## src/rtl/acc_dp_pkg.sv

```systemverilog
package acc_dp_pkg;

   typedef enum logic [2:0] {
      SRC_S_ZERO = 3'd0,
      SRC_S_ACC  = 3'd1,
      SRC_S_IDX  = 3'd2,
      SRC_S_PC   = 3'd3,
      SRC_S_MDR  = 3'd4,
      SRC_S_MAR  = 3'd5
   } s_src_e;

   typedef enum logic [1:0] {
      SRC_U_ZERO = 2'd0,
      SRC_U_OPND = 2'd1,
      SRC_U_INST = 2'd2,
      SRC_U_EA   = 2'd3
   } u_src_e;

   typedef enum logic [3:0] {
      ST_F_ADDR = 4'd0,
      ST_F_READ = 4'd1,
      ST_F_WAIT = 4'd2,
      ST_F_INST = 4'd3,
      ST_DECODE = 4'd4,
      ST_O_READ = 4'd5,
      ST_O_WAIT = 4'd6,
      ST_O_OPND = 4'd7,
      ST_EXEC   = 4'd8
   } seq_st_e;

   typedef struct packed {
      s_src_e s_sel;
      u_src_e u_sel;
      logic   cin;
      logic   ld_mar;
      logic   ld_pc;
      logic   ld_acc;
      logic   ld_idx;
      logic   ld_mdr;
      logic   ld_inst;
      logic   ld_opnd;
      logic   ld_ovf;
      logic   rd_en;
      logic   last;
   } ctrl_t;

endpackage

```

## src/rtl/acc_dp_adder.sv

```systemverilog
module acc_dp_adder #(
   parameter int unsigned WIDTH  = 16,
   parameter bit          RIPPLE = 1'b0
) (
   input  logic [WIDTH-1:0] s_in,
   input  logic [WIDTH-1:0] u_in,
   input  logic             cin,
   output logic [WIDTH-1:0] sum,
   output logic             ovf
);

   generate
      if (RIPPLE) begin : g_ripple
         logic [WIDTH:0] carry;
         assign carry[0] = cin;
         for (genvar b = 0; b < WIDTH; b++) begin : g_bit
            assign sum[b]     = s_in[b] ^ u_in[b] ^ carry[b];
            assign carry[b+1] = (s_in[b] & u_in[b]) | (carry[b] & (s_in[b] ^ u_in[b]));
         end
         assign ovf = carry[WIDTH] ^ carry[WIDTH-1];
      end else begin : g_flat
         assign sum = s_in + u_in + {{(WIDTH-1){1'b0}}, cin};
         assign ovf = (s_in[WIDTH-1] == u_in[WIDTH-1]) && (sum[WIDTH-1] != s_in[WIDTH-1]);
      end
   endgenerate

endmodule

```

## src/rtl/acc_dp_opmux.sv

```systemverilog
module acc_dp_opmux
   import acc_dp_pkg::*;
#(
   parameter int unsigned WIDTH = 16,
   parameter int unsigned EA_W  = 8
) (
   input  s_src_e           s_sel,
   input  u_src_e           u_sel,
   input  logic [WIDTH-1:0] acc_q,
   input  logic [WIDTH-1:0] idx_q,
   input  logic [WIDTH-1:0] pc_q,
   input  logic [WIDTH-1:0] mdr_q,
   input  logic [WIDTH-1:0] mar_q,
   input  logic [WIDTH-1:0] opnd_q,
   input  logic [WIDTH-1:0] inst_q,
   output logic [WIDTH-1:0] s_bus,
   output logic [WIDTH-1:0] u_bus
);

   localparam int unsigned PAD_W = WIDTH - EA_W;

   logic [WIDTH-1:0] ea_ext;
   assign ea_ext = {{PAD_W{1'b0}}, inst_q[EA_W-1:0]};

   always_comb begin
      unique case (s_sel)
         SRC_S_ACC: s_bus = acc_q;
         SRC_S_IDX: s_bus = idx_q;
         SRC_S_PC:  s_bus = pc_q;
         SRC_S_MDR: s_bus = mdr_q;
         SRC_S_MAR: s_bus = mar_q;
         default:   s_bus = '0;
      endcase
   end

   always_comb begin
      unique case (u_sel)
         SRC_U_OPND: u_bus = opnd_q;
         SRC_U_INST: u_bus = inst_q;
         SRC_U_EA:   u_bus = ea_ext;
         default:    u_bus = '0;
      endcase
   end

endmodule

```

## src/rtl/acc_dp_seq.sv

```systemverilog
module acc_dp_seq
   import acc_dp_pkg::*;
#(
   parameter int unsigned   OPC_W  = 8,
   parameter logic [OPC_W-1:0] OP_LDA = OPC_W'(1),
   parameter logic [OPC_W-1:0] OP_LDX = OPC_W'(2),
   parameter logic [OPC_W-1:0] OP_ADD = OPC_W'(3)
) (
   input  logic             clk,
   input  logic             rst_n,
   input  logic [OPC_W-1:0] opcode,
   output ctrl_t            ctrl
);

   seq_st_e st_q, st_d;
   logic    is_mem;

   assign is_mem = (opcode == OP_LDA) || (opcode == OP_LDX) || (opcode == OP_ADD);

   always_ff @(posedge clk) begin
      if (!rst_n) st_q <= ST_F_ADDR;
      else        st_q <= st_d;
   end

   always_comb begin
      ctrl = '0;
      ctrl.s_sel = SRC_S_ZERO;
      ctrl.u_sel = SRC_U_ZERO;
      st_d = st_q;
      unique case (st_q)
         ST_F_ADDR: begin
            ctrl.s_sel  = SRC_S_PC;
            ctrl.ld_mar = 1'b1;
            st_d        = ST_F_READ;
         end
         ST_F_READ: begin
            ctrl.rd_en = 1'b1;
            ctrl.s_sel = SRC_S_PC;
            ctrl.cin   = 1'b1;
            ctrl.ld_pc = 1'b1;
            st_d       = ST_F_WAIT;
         end
         ST_F_WAIT: begin
            ctrl.ld_mdr = 1'b1;
            st_d        = ST_F_INST;
         end
         ST_F_INST: begin
            ctrl.ld_inst = 1'b1;
            st_d         = ST_DECODE;
         end
         ST_DECODE: begin
            if (is_mem) begin
               ctrl.u_sel  = SRC_U_EA;
               ctrl.ld_mar = 1'b1;
               st_d        = ST_O_READ;
            end else begin
               ctrl.last = 1'b1;
               st_d      = ST_F_ADDR;
            end
         end
         ST_O_READ: begin
            ctrl.rd_en = 1'b1;
            st_d       = ST_O_WAIT;
         end
         ST_O_WAIT: begin
            ctrl.ld_mdr = 1'b1;
            st_d        = ST_O_OPND;
         end
         ST_O_OPND: begin
            ctrl.ld_opnd = 1'b1;
            st_d         = ST_EXEC;
         end
         ST_EXEC: begin
            ctrl.u_sel = SRC_U_OPND;
            ctrl.last  = 1'b1;
            if (opcode == OP_ADD) begin
               ctrl.s_sel  = SRC_S_ACC;
               ctrl.ld_acc = 1'b1;
               ctrl.ld_ovf = 1'b1;
            end else if (opcode == OP_LDX) begin
               ctrl.ld_idx = 1'b1;
            end else begin
               ctrl.ld_acc = 1'b1;
            end
            st_d = ST_F_ADDR;
         end
         default: st_d = ST_F_ADDR;
      endcase
   end

endmodule

```

## src/rtl/acc_datapath_seq.sv

```systemverilog
module acc_datapath_seq
   import acc_dp_pkg::*;
#(
   parameter int unsigned DATA_W = 16,
   parameter int unsigned OPC_W  = 8,
   parameter int unsigned EA_W   = 8,
   parameter bit          RIPPLE = 1'b0,
   parameter logic [OPC_W-1:0] OP_LDA = OPC_W'(1),
   parameter logic [OPC_W-1:0] OP_LDX = OPC_W'(2),
   parameter logic [OPC_W-1:0] OP_ADD = OPC_W'(3)
) (
   input  logic              clk,
   input  logic              rst_n,
   output logic              mem_rd_en,
   output logic [DATA_W-1:0] mem_addr,
   input  logic [DATA_W-1:0] mem_rdata,
   output logic [DATA_W-1:0] acc_o,
   output logic [DATA_W-1:0] idx_o,
   output logic [DATA_W-1:0] pc_o,
   output logic [DATA_W-1:0] ir_o,
   output logic              ovf_o,
   output logic              retire_o
);

   localparam int unsigned OPC_LSB = DATA_W - OPC_W;

   generate
      if (OPC_W + EA_W > DATA_W) begin : g_bad_fields
         $error("opcode and address fields exceed the word width");
      end
      if (DATA_W < 2) begin : g_bad_width
         $error("word width too small");
      end
   endgenerate

   ctrl_t            ctrl;
   logic [DATA_W-1:0] acc_q, idx_q, pc_q, mar_q, mdr_q, inst_q, opnd_q;
   logic              ovf_q, retire_q;
   logic [DATA_W-1:0] s_bus, u_bus, a_bus;
   logic              add_ovf;

   acc_dp_seq #(
      .OPC_W (OPC_W),
      .OP_LDA(OP_LDA),
      .OP_LDX(OP_LDX),
      .OP_ADD(OP_ADD)
   ) seq_i (
      .clk   (clk),
      .rst_n (rst_n),
      .opcode(inst_q[DATA_W-1:OPC_LSB]),
      .ctrl  (ctrl)
   );

   acc_dp_opmux #(
      .WIDTH(DATA_W),
      .EA_W (EA_W)
   ) mux_i (
      .s_sel (ctrl.s_sel),
      .u_sel (ctrl.u_sel),
      .acc_q (acc_q),
      .idx_q (idx_q),
      .pc_q  (pc_q),
      .mdr_q (mdr_q),
      .mar_q (mar_q),
      .opnd_q(opnd_q),
      .inst_q(inst_q),
      .s_bus (s_bus),
      .u_bus (u_bus)
   );

   acc_dp_adder #(
      .WIDTH (DATA_W),
      .RIPPLE(RIPPLE)
   ) add_i (
      .s_in(s_bus),
      .u_in(u_bus),
      .cin (ctrl.cin),
      .sum (a_bus),
      .ovf (add_ovf)
   );

   always_ff @(posedge clk) begin
      if (!rst_n) begin
         acc_q    <= '0;
         idx_q    <= '0;
         pc_q     <= '0;
         mar_q    <= '0;
         mdr_q    <= '0;
         inst_q   <= '0;
         opnd_q   <= '0;
         ovf_q    <= 1'b0;
         retire_q <= 1'b0;
      end else begin
         if (ctrl.ld_acc)  acc_q  <= a_bus;
         if (ctrl.ld_idx)  idx_q  <= a_bus;
         if (ctrl.ld_pc)   pc_q   <= a_bus;
         if (ctrl.ld_mar)  mar_q  <= a_bus;
         if (ctrl.ld_mdr)  mdr_q  <= mem_rdata;
         if (ctrl.ld_inst) inst_q <= mdr_q;
         if (ctrl.ld_opnd) opnd_q <= mdr_q;
         if (ctrl.ld_ovf)  ovf_q  <= add_ovf;
         retire_q <= ctrl.last;
      end
   end

   assign mem_rd_en = ctrl.rd_en;
   assign mem_addr  = mar_q;
   assign acc_o     = acc_q;
   assign idx_o     = idx_q;
   assign pc_o      = pc_q;
   assign ir_o      = inst_q;
   assign ovf_o     = ovf_q;
   assign retire_o  = retire_q;

endmodule

```

## config.mk

```make
export PLATFORM = sky130hd
export DESIGN_NAME = acc_datapath_seq
export DESIGN_NICKNAME = d
export VERILOG_FILES = /design/src/rtl/acc_dp_pkg.sv /design/src/rtl/acc_dp_adder.sv /design/src/rtl/acc_dp_opmux.sv /design/src/rtl/acc_dp_seq.sv /design/src/rtl/acc_datapath_seq.sv
export SDC_FILE = /design/constraint.sdc
export NUM_CORES = 1
export LEC_CHECK = 0
export ABC_AREA = 1
export CORE_ASPECT_RATIO = 0.5
export CORE_MARGIN = 1.5
export CORE_UTILIZATION = 25
export DETAILED_ROUTE_END_ITERATION = 10
export DONT_BUFFER_PORTS = 1
export PLACE_DENSITY_LB_ADDON = 0.25
export SLEW_MARGIN = 40
export SYNTH_ARGS = -nofsm -noshare
export SYNTH_HDL_FRONTEND = slang
export SYNTH_SLANG_ARGS = --single-unit
```

## constraint.sdc

```tcl
create_clock -name clk -period 4.2 [get_ports clk]
set_input_delay 0.63 -clock clk [delete_from_list [all_inputs] [get_ports clk]]
set_output_delay 0.63 -clock clk [all_outputs]
set_load 0.02 [all_outputs]
```

==> results of run 1 <==
[power by group]
group	switching [uW]	total, uW	internal, uW	leakage [uW]
Combinational	368	527	159	0.00161
Sequential	184	1420	1230	0.000960
Clock	518	1500	984	0.000297
Total	1070	3440	2370	0.00287
[metal layers]
metal | global-route usage, % | part of all wire, % | vias to the layer above
met3 | 4.12 | 5.3 | 25
met2 | 23.6 | 44 | 120
li1 | - | - | 2467
met1 | 20.8 | 49 | 2244
met5 | 0 | 0 | -
met4 | 6.69 | 2.5 | 0
[Yosys cell counts (3+ instances only)]
| library cell | n |
|---|---|
| inv_1 | 133 |
| nor2_2 | 3 |
| nand2_2 | 3 |
| a21oi_1 | 102 |
| nand3_1 | 42 |
| inv_2 | 5 |
| xor2_1 | 5 |
| or2_2 | 3 |
| nor2_1 | 61 |
| nand4_1 | 5 |
| buf_6 | 4 |
| nor3_1 | 3 |
| a22o_1 | 7 |
| buf_2 | 9 |
| o22ai_1 | 11 |
| o21ai_0 | 97 |
| nand2_1 | 97 |
| ha_1 | 14 |
| dfxtp_1 | 118 |
| clkbuf_1 | 18 |
[critical path, cell delays in order, from the launching register on]
cell	delay [ns]
dfxtp_1	0.38
nor2_1	0.20
nand2_2	0.17
nor2_1	0.30
nand2_1	0.41
o21ai_0	0.39
inv_1	0.10
fa_1	0.46
inv_1	0.11
nand3_1	0.07
nand2_1	0.14
nand2_1	0.07
nand2_1	0.11
xor2_1	0.40
o21ai_0	0.14
inv_1	0.07
[cells by family after synthesis]
group,share of synthesized area (%)
adder cells (fa/ha/maj),3.88
flip-flops,42.6
AND/OR/NAND/NOR,18.2
AO/OA/AOI/OAI,21.9
XOR/XNOR,0.948
buffers and inverters,12.5
[cells in the final DEF (no fill, tap or decap), types with 2 or more instances in the layout]
| master | netlist | routed |
|---|---|---|
| buf_4 | 1 | 5 |
| nand4_1 | 5 | 5 |
| inv_1 | 133 | 133 |
| a21oi_1 | 102 | 102 |
| bufinv_16 | 0 | 3 |
| nor2_1 | 61 | 60 |
| o21ai_0 | 97 | 97 |
| dfxtp_1 | 118 | 118 |
| or2_2 | 3 | 3 |
| nand2_1 | 97 | 97 |
| clkbuf_8 | 0 | 4 |
| nor2_2 | 3 | 4 |
| ha_1 | 14 | 14 |
| fa_1 | 2 | 2 |
| xor2_1 | 5 | 5 |
| nor3_1 | 3 | 3 |
| clkinv_2 | 0 | 4 |
| o21bai_1 | 2 | 2 |
| a22o_1 | 7 | 7 |
| nand2_2 | 3 | 3 |
| a32o_1 | 2 | 2 |
| nand3b_1 | 2 | 2 |
| nand3_1 | 42 | 42 |
| o22ai_1 | 11 | 11 |
| a21o_1 | 2 | 2 |
| nor2_8 | 2 | 2 |
| clkinvlp_4 | 0 | 2 |
| clkbuf_16 | 0 | 17 |
| inv_2 | 5 | 5 |
[area by class of cell]
type                            count  area (um^2)
Multi-Input combinational cell    475         2500
Tap cell                          300          375
Sequential cell                   118         2360
Clock inverter                      9          125
Fill cell                        2404        15300
Inverter                          138          518
Clock buffer                       21          480
Timing Repair Buffer                5         37.5
[state kept, by name, summed over array words and instances (netlist names)]
register	cells
retire_o	1
idx_o	16
ir_o	16
ovf_o	1
pc_o	16
mdr_q	16
opnd_q	16
acc_o	16
mem_addr	16
seq_i.st_q	4
[stage by stage]
step / util, % / hold slack, ns / cell area (um^2)
2_1_floorplan: - / 0.450 / 5540
3_3_place_gp: 26.6 / 0.464 / 5790
3_5_place_dp: 26.7 / 0.465 / 5790
4_1_cts: 29.5 / 0.313 / 6400
5_1_grt: 29.5 / 0.328 / 6400
6_report: 29.5 / 0.343 / 6400
[final timing paths]
path | end | start | slack, ns
setup reg to reg | idx_o[6]$_SDFFE_PN0P_ | ir_o[14]$_SDFFE_PN0P_ | 0.62
setup / recovery | idx_o[6]$_SDFFE_PN0P_ | ir_o[14]$_SDFFE_PN0P_ | 0.62
hold reg to reg | opnd_q[6]$_SDFFE_PN0P_ | mdr_q[6]$_SDFFE_PN0P_ | 0.47
hold / removal | acc_o[4]$_SDFFE_PN0P_ | rst_n | 0.34
==> results.tsv, run 1 <==
metric	value	unit
outcome	completed	
Routed Antenna Nets	0	
clk buf depth	2	
Post-CTS Setup Inserts	0	
Fmax	279	MHz
port buffer count	0	
Inst Count DP	1036	
Worst Max-Slew Pin Slew	0.645	ns
DRT Pass-1 Iters	5	
hold_buf cts	0	
CTS H-tree lvls	4	
#FFs+latches synth	118	
Max-cap violations	0	
FP Rows	38	
Die ar.	23100	um^2
average wire per cell in the routed design	16.5	um
DRT Wirelength	17.6	mm
Final period util	85.2	%
post-synth top area share	42.6	%
Core Region	21700	um^2
first-pass GRT wire length	26.4	mm
DR vias/cell	4.56	
CP max FO	11	
Async S/R FF share, synth	0	%
DR vias	4856	
Design Power	3440	uW
IO Pins	101	
Pwr Density	538	nW/um^2
Ant. Diodes	0	
Syn Inst Count	765	
LEAKAGE	0.00287	uW
Place WS	0.642	ns
Sink Count	118	
CTS tree	done	
All-Layer GR Usage	15.6	%
drt drc	0	
CP Launch Type	flop	
Die X	214	um
count of final hold-check violations	0	
layout cell share with drive strength beyond 1	7.44	%
min Tclk post-route	3.58	ns
Mean Syn Cell Area	7.25	um^2
final worst setup slack	0.621	ns
initial antenna violation count	0	
Layout Cells excl Fill	1066	
CP endpoint kind	flop	
worst-case reg-to-reg path depth	15	
final setup fails	0	
GPL Wtd Cong	0.853	
Clock Latency Late Sink	0.42	ns
WP data required	4.57	ns
Final nets	789	
global route overflow	0	
Hold Path Class	primary input to flop	
Synth Warn #	0	
Slew HR	56.8	%
Resized Gates After CTS	0	
CTS root buf	clkbuf_16	
Starting Density	25.5	%
DRT iter0 DRCs	285	
RSZ-0062 raised after global routing	false	
Seq/Total Area, Yosys	42.6	%
Worst Skew	0.0141	ns
CTS Buf Count	17	
Worst-path clk slew	0.06	ns
Synth area leader	dfxtp_1	
Synth Net Count	799	
Distinct cells, synth	38	
vias in the first global route	4391	
area grow syn2layout	15.4	%
WP data arrival	3.95	ns
hold path depth	2	
CP Class	flop to flop	
Final Max Slew Viols	0	
largest net degree at the start of global routing	82	
Max VDD drop	0.300	mV
Synth area leaders	dfxtp_1, a21oi_1, inv_1, o21ai_0, nand2_1	
synthesized cell area	5540	um^2
DP Wirelength	12.8	mm
Post-Route Setup TNS	0	ns
main flop type after synthesis	dfxtp_1	
Die H	108	um
number of enable flip-flop cells after synthesis	0	
Power figures use the tool's default switching activity.
==> run 2: changes to the inputs <==
- CTS_CLUSTER_DIAMETER: default -> 120
- DONT_BUFFER_PORTS: 1 -> default
==> results.tsv, run 2 (synthesis results as in run 1) <==
metric	value	unit
WP data arrival	3.69	ns
CP max FO	7	
critical-path cell list	nor2_1 > nand2_2 > nor2_2 > nand3_2 > inv_1 > a22o_1 > fa_1 > inv_1 > fa_1 > inv_1 > nand3_1 > nand2_1 > nand2_1 > nand2_1 > xor2_1 > o21ai_0 > inv_1	
outcome	completed	
Final Max Slew Viols	0	
Starting Density	25.5	%
clk buf depth	2	
R2R Path Start	ir_o[12]$_SDFFE_PN0P_	
fillers	2296	
count of final hold-check violations	0	
most common cell after layout, fill and taps aside	inv_1	
WP data required	4.56	ns
DRT Wirelength	18.2	mm
Design Power	3550	uW
DR vias/cell	4.47	
All-Layer GR Usage	16.2	%
end of the worst hold path	pc_o[2]$_SDFFE_PN0P_	
slowest stage delay, CP	0.47	ns
Final period util	79.2	%
Post-Route Setup TNS	0	ns
hold_buf cts	0	
Core Region	21700	um^2
switch share	33.2	%
Die ar.	23100	um^2
met2 Usage GRT	24.8	%
sw power	1180	uW
slowest CP cell	xor2_1	
Pwr Density	480	nW/um^2
M1 GR Usage	22.2	%
CTS H-tree lvls	4	
Sink Count	118	
CP endpoint kind	flop	
DR vias	5238	
Worst-path clk slew	0.06	ns
port buffer count	100	
Ant. Diodes	0	
Worst Max-Slew Pin Slew	0.742	ns
Slew HR	50.5	%
Resized Gates After CTS	0	
CTS tree	done	
Fmax	301	MHz
GPL Wtd Cong	0.869	
Critical path buffers and inverters	4	
initial antenna violation count	0	
Routed Antenna Nets	0	
min Tclk post-route	3.33	ns
global route hottest layer	met2	
clock power share	40.2	%
Post-CTS Setup Inserts	0	
r2r setup slk	0.87	ns
Worst Skew	0.0131	ns
CP Launch Type	flop	
CTS Buf Count	17	
Max VDD drop	0.210	mV
Hold Path Class	flop to flop	
LEAKAGE	0.00321	uW
largest net degree at the start of global routing	81	
cell count along the critical path	17	
CP delay by family, top	simple AND/OR/NAND/NOR gates	
most frequent cells in the layout	inv_1, dfxtp_1, a21oi_1	
vias in the first global route	4991	
Final nets	892	
CP Class	flop to flop	
average wire per cell in the routed design	15.5	um
drt drc	0	
hold path depth	2	
Reg power frac	36.7	%
Finished Core Util	34.0	%
hold path startpoint	pc_o[2]$_SDFFE_PN0P_	
combinational share of power	23.1	%
RSZ-0062 raised after global routing	false	
Hold Slack	0.472	ns
final setup fails	0	
Clock Latency Late Sink	0.42	ns
first-pass GRT wire length	28.1	mm
worst-case reg-to-reg path depth	17	
IO Pins	101	
FP Rows	38	
Most Frequent Cell on Critical Path	inv_1	
DRT Pass-1 Iters	5	
FF-to-FF End	idx_o[6]$_SDFFE_PN0P_	
area grow syn2layout	33.2	%
layout cell share with drive strength beyond 1	7.00	%
DP Wirelength	13.1	mm
Die X	214	um
DRT iter0 DRCs	403	
global route overflow	0	
CTS root buf	clkbuf_16	
internal power	2370	uW
met3 Use GR	3.63	%
Die H	108	um
Max-cap violations	0	
## run 2: area by class of cell
type,count,area [um^2],area share (%)
clock inverter,14,140,1.90
sequential,118,2360,32.0
clock buffer,18,429,5.81
inverter,138,518,7.02
tap,300,375,5.08
timing repair buffer,108,1060,14.4
multi-input combinational,475,2500,33.8
## run 2: layer usage
metal	vias up	wire length [um]
met2	126	7960
met1	2411	9060
met4	0	361
met5	-	0
li1	2673	-
met3	28	798
## run 2: per-stage QoR
step                      instances  area, um^2  worst slack [ns]
after global placement         1138        6800             0.842
after global routing           1171        7380             0.515
after CTS                      1170        7370             0.797
final                          1171        7380             0.874
after floorplan                 765        5540              1.54
after detailed placement       1138        6800             0.830
## run 2: worst max-delay path by stage
stage,to,start
after global placement,pc_o[6]$_SDFFE_PN0P_,ir_o[12]$_SDFFE_PN0P_
final,idx_o[6]$_SDFFE_PN0P_,ir_o[12]$_SDFFE_PN0P_
after global routing,idx_o[6]$_SDFFE_PN0P_,ir_o[14]$_SDFFE_PN0P_
after CTS,idx_o[6]$_SDFFE_PN0P_,ir_o[12]$_SDFFE_PN0P_
after detailed placement,idx_o[6]$_SDFFE_PN0P_,ir_o[12]$_SDFFE_PN0P_
after floorplan,acc_o[14]$_SDFFE_PN0P_,ir_o[12]$_SDFFE_PN0P_
## run 2: worst register-to-register path, delay by kind of cell (launching register included)
kind                     cells  cell delay (ns)
buffers and inverters        4             0.48
AND/OR/NAND/NOR              8             0.97
flip-flops                   1             0.34
adder cells (fa/ha/maj)      2             0.63
XOR/XNOR                     1             0.47
AO/OA/AOI/OAI                2             0.39
## run 2: power groups by stage
stage | clock, uW | sequential [uW] | combinational (uW)
after global placement | 0 | 1330 | 813
final | 1430 | 1300 | 819
after CTS | 1450 | 1300 | 822
after detailed placement | 0 | 1330 | 818
after global routing | 1490 | 1310 | 905
after floorplan | 0 | 1400 | 404
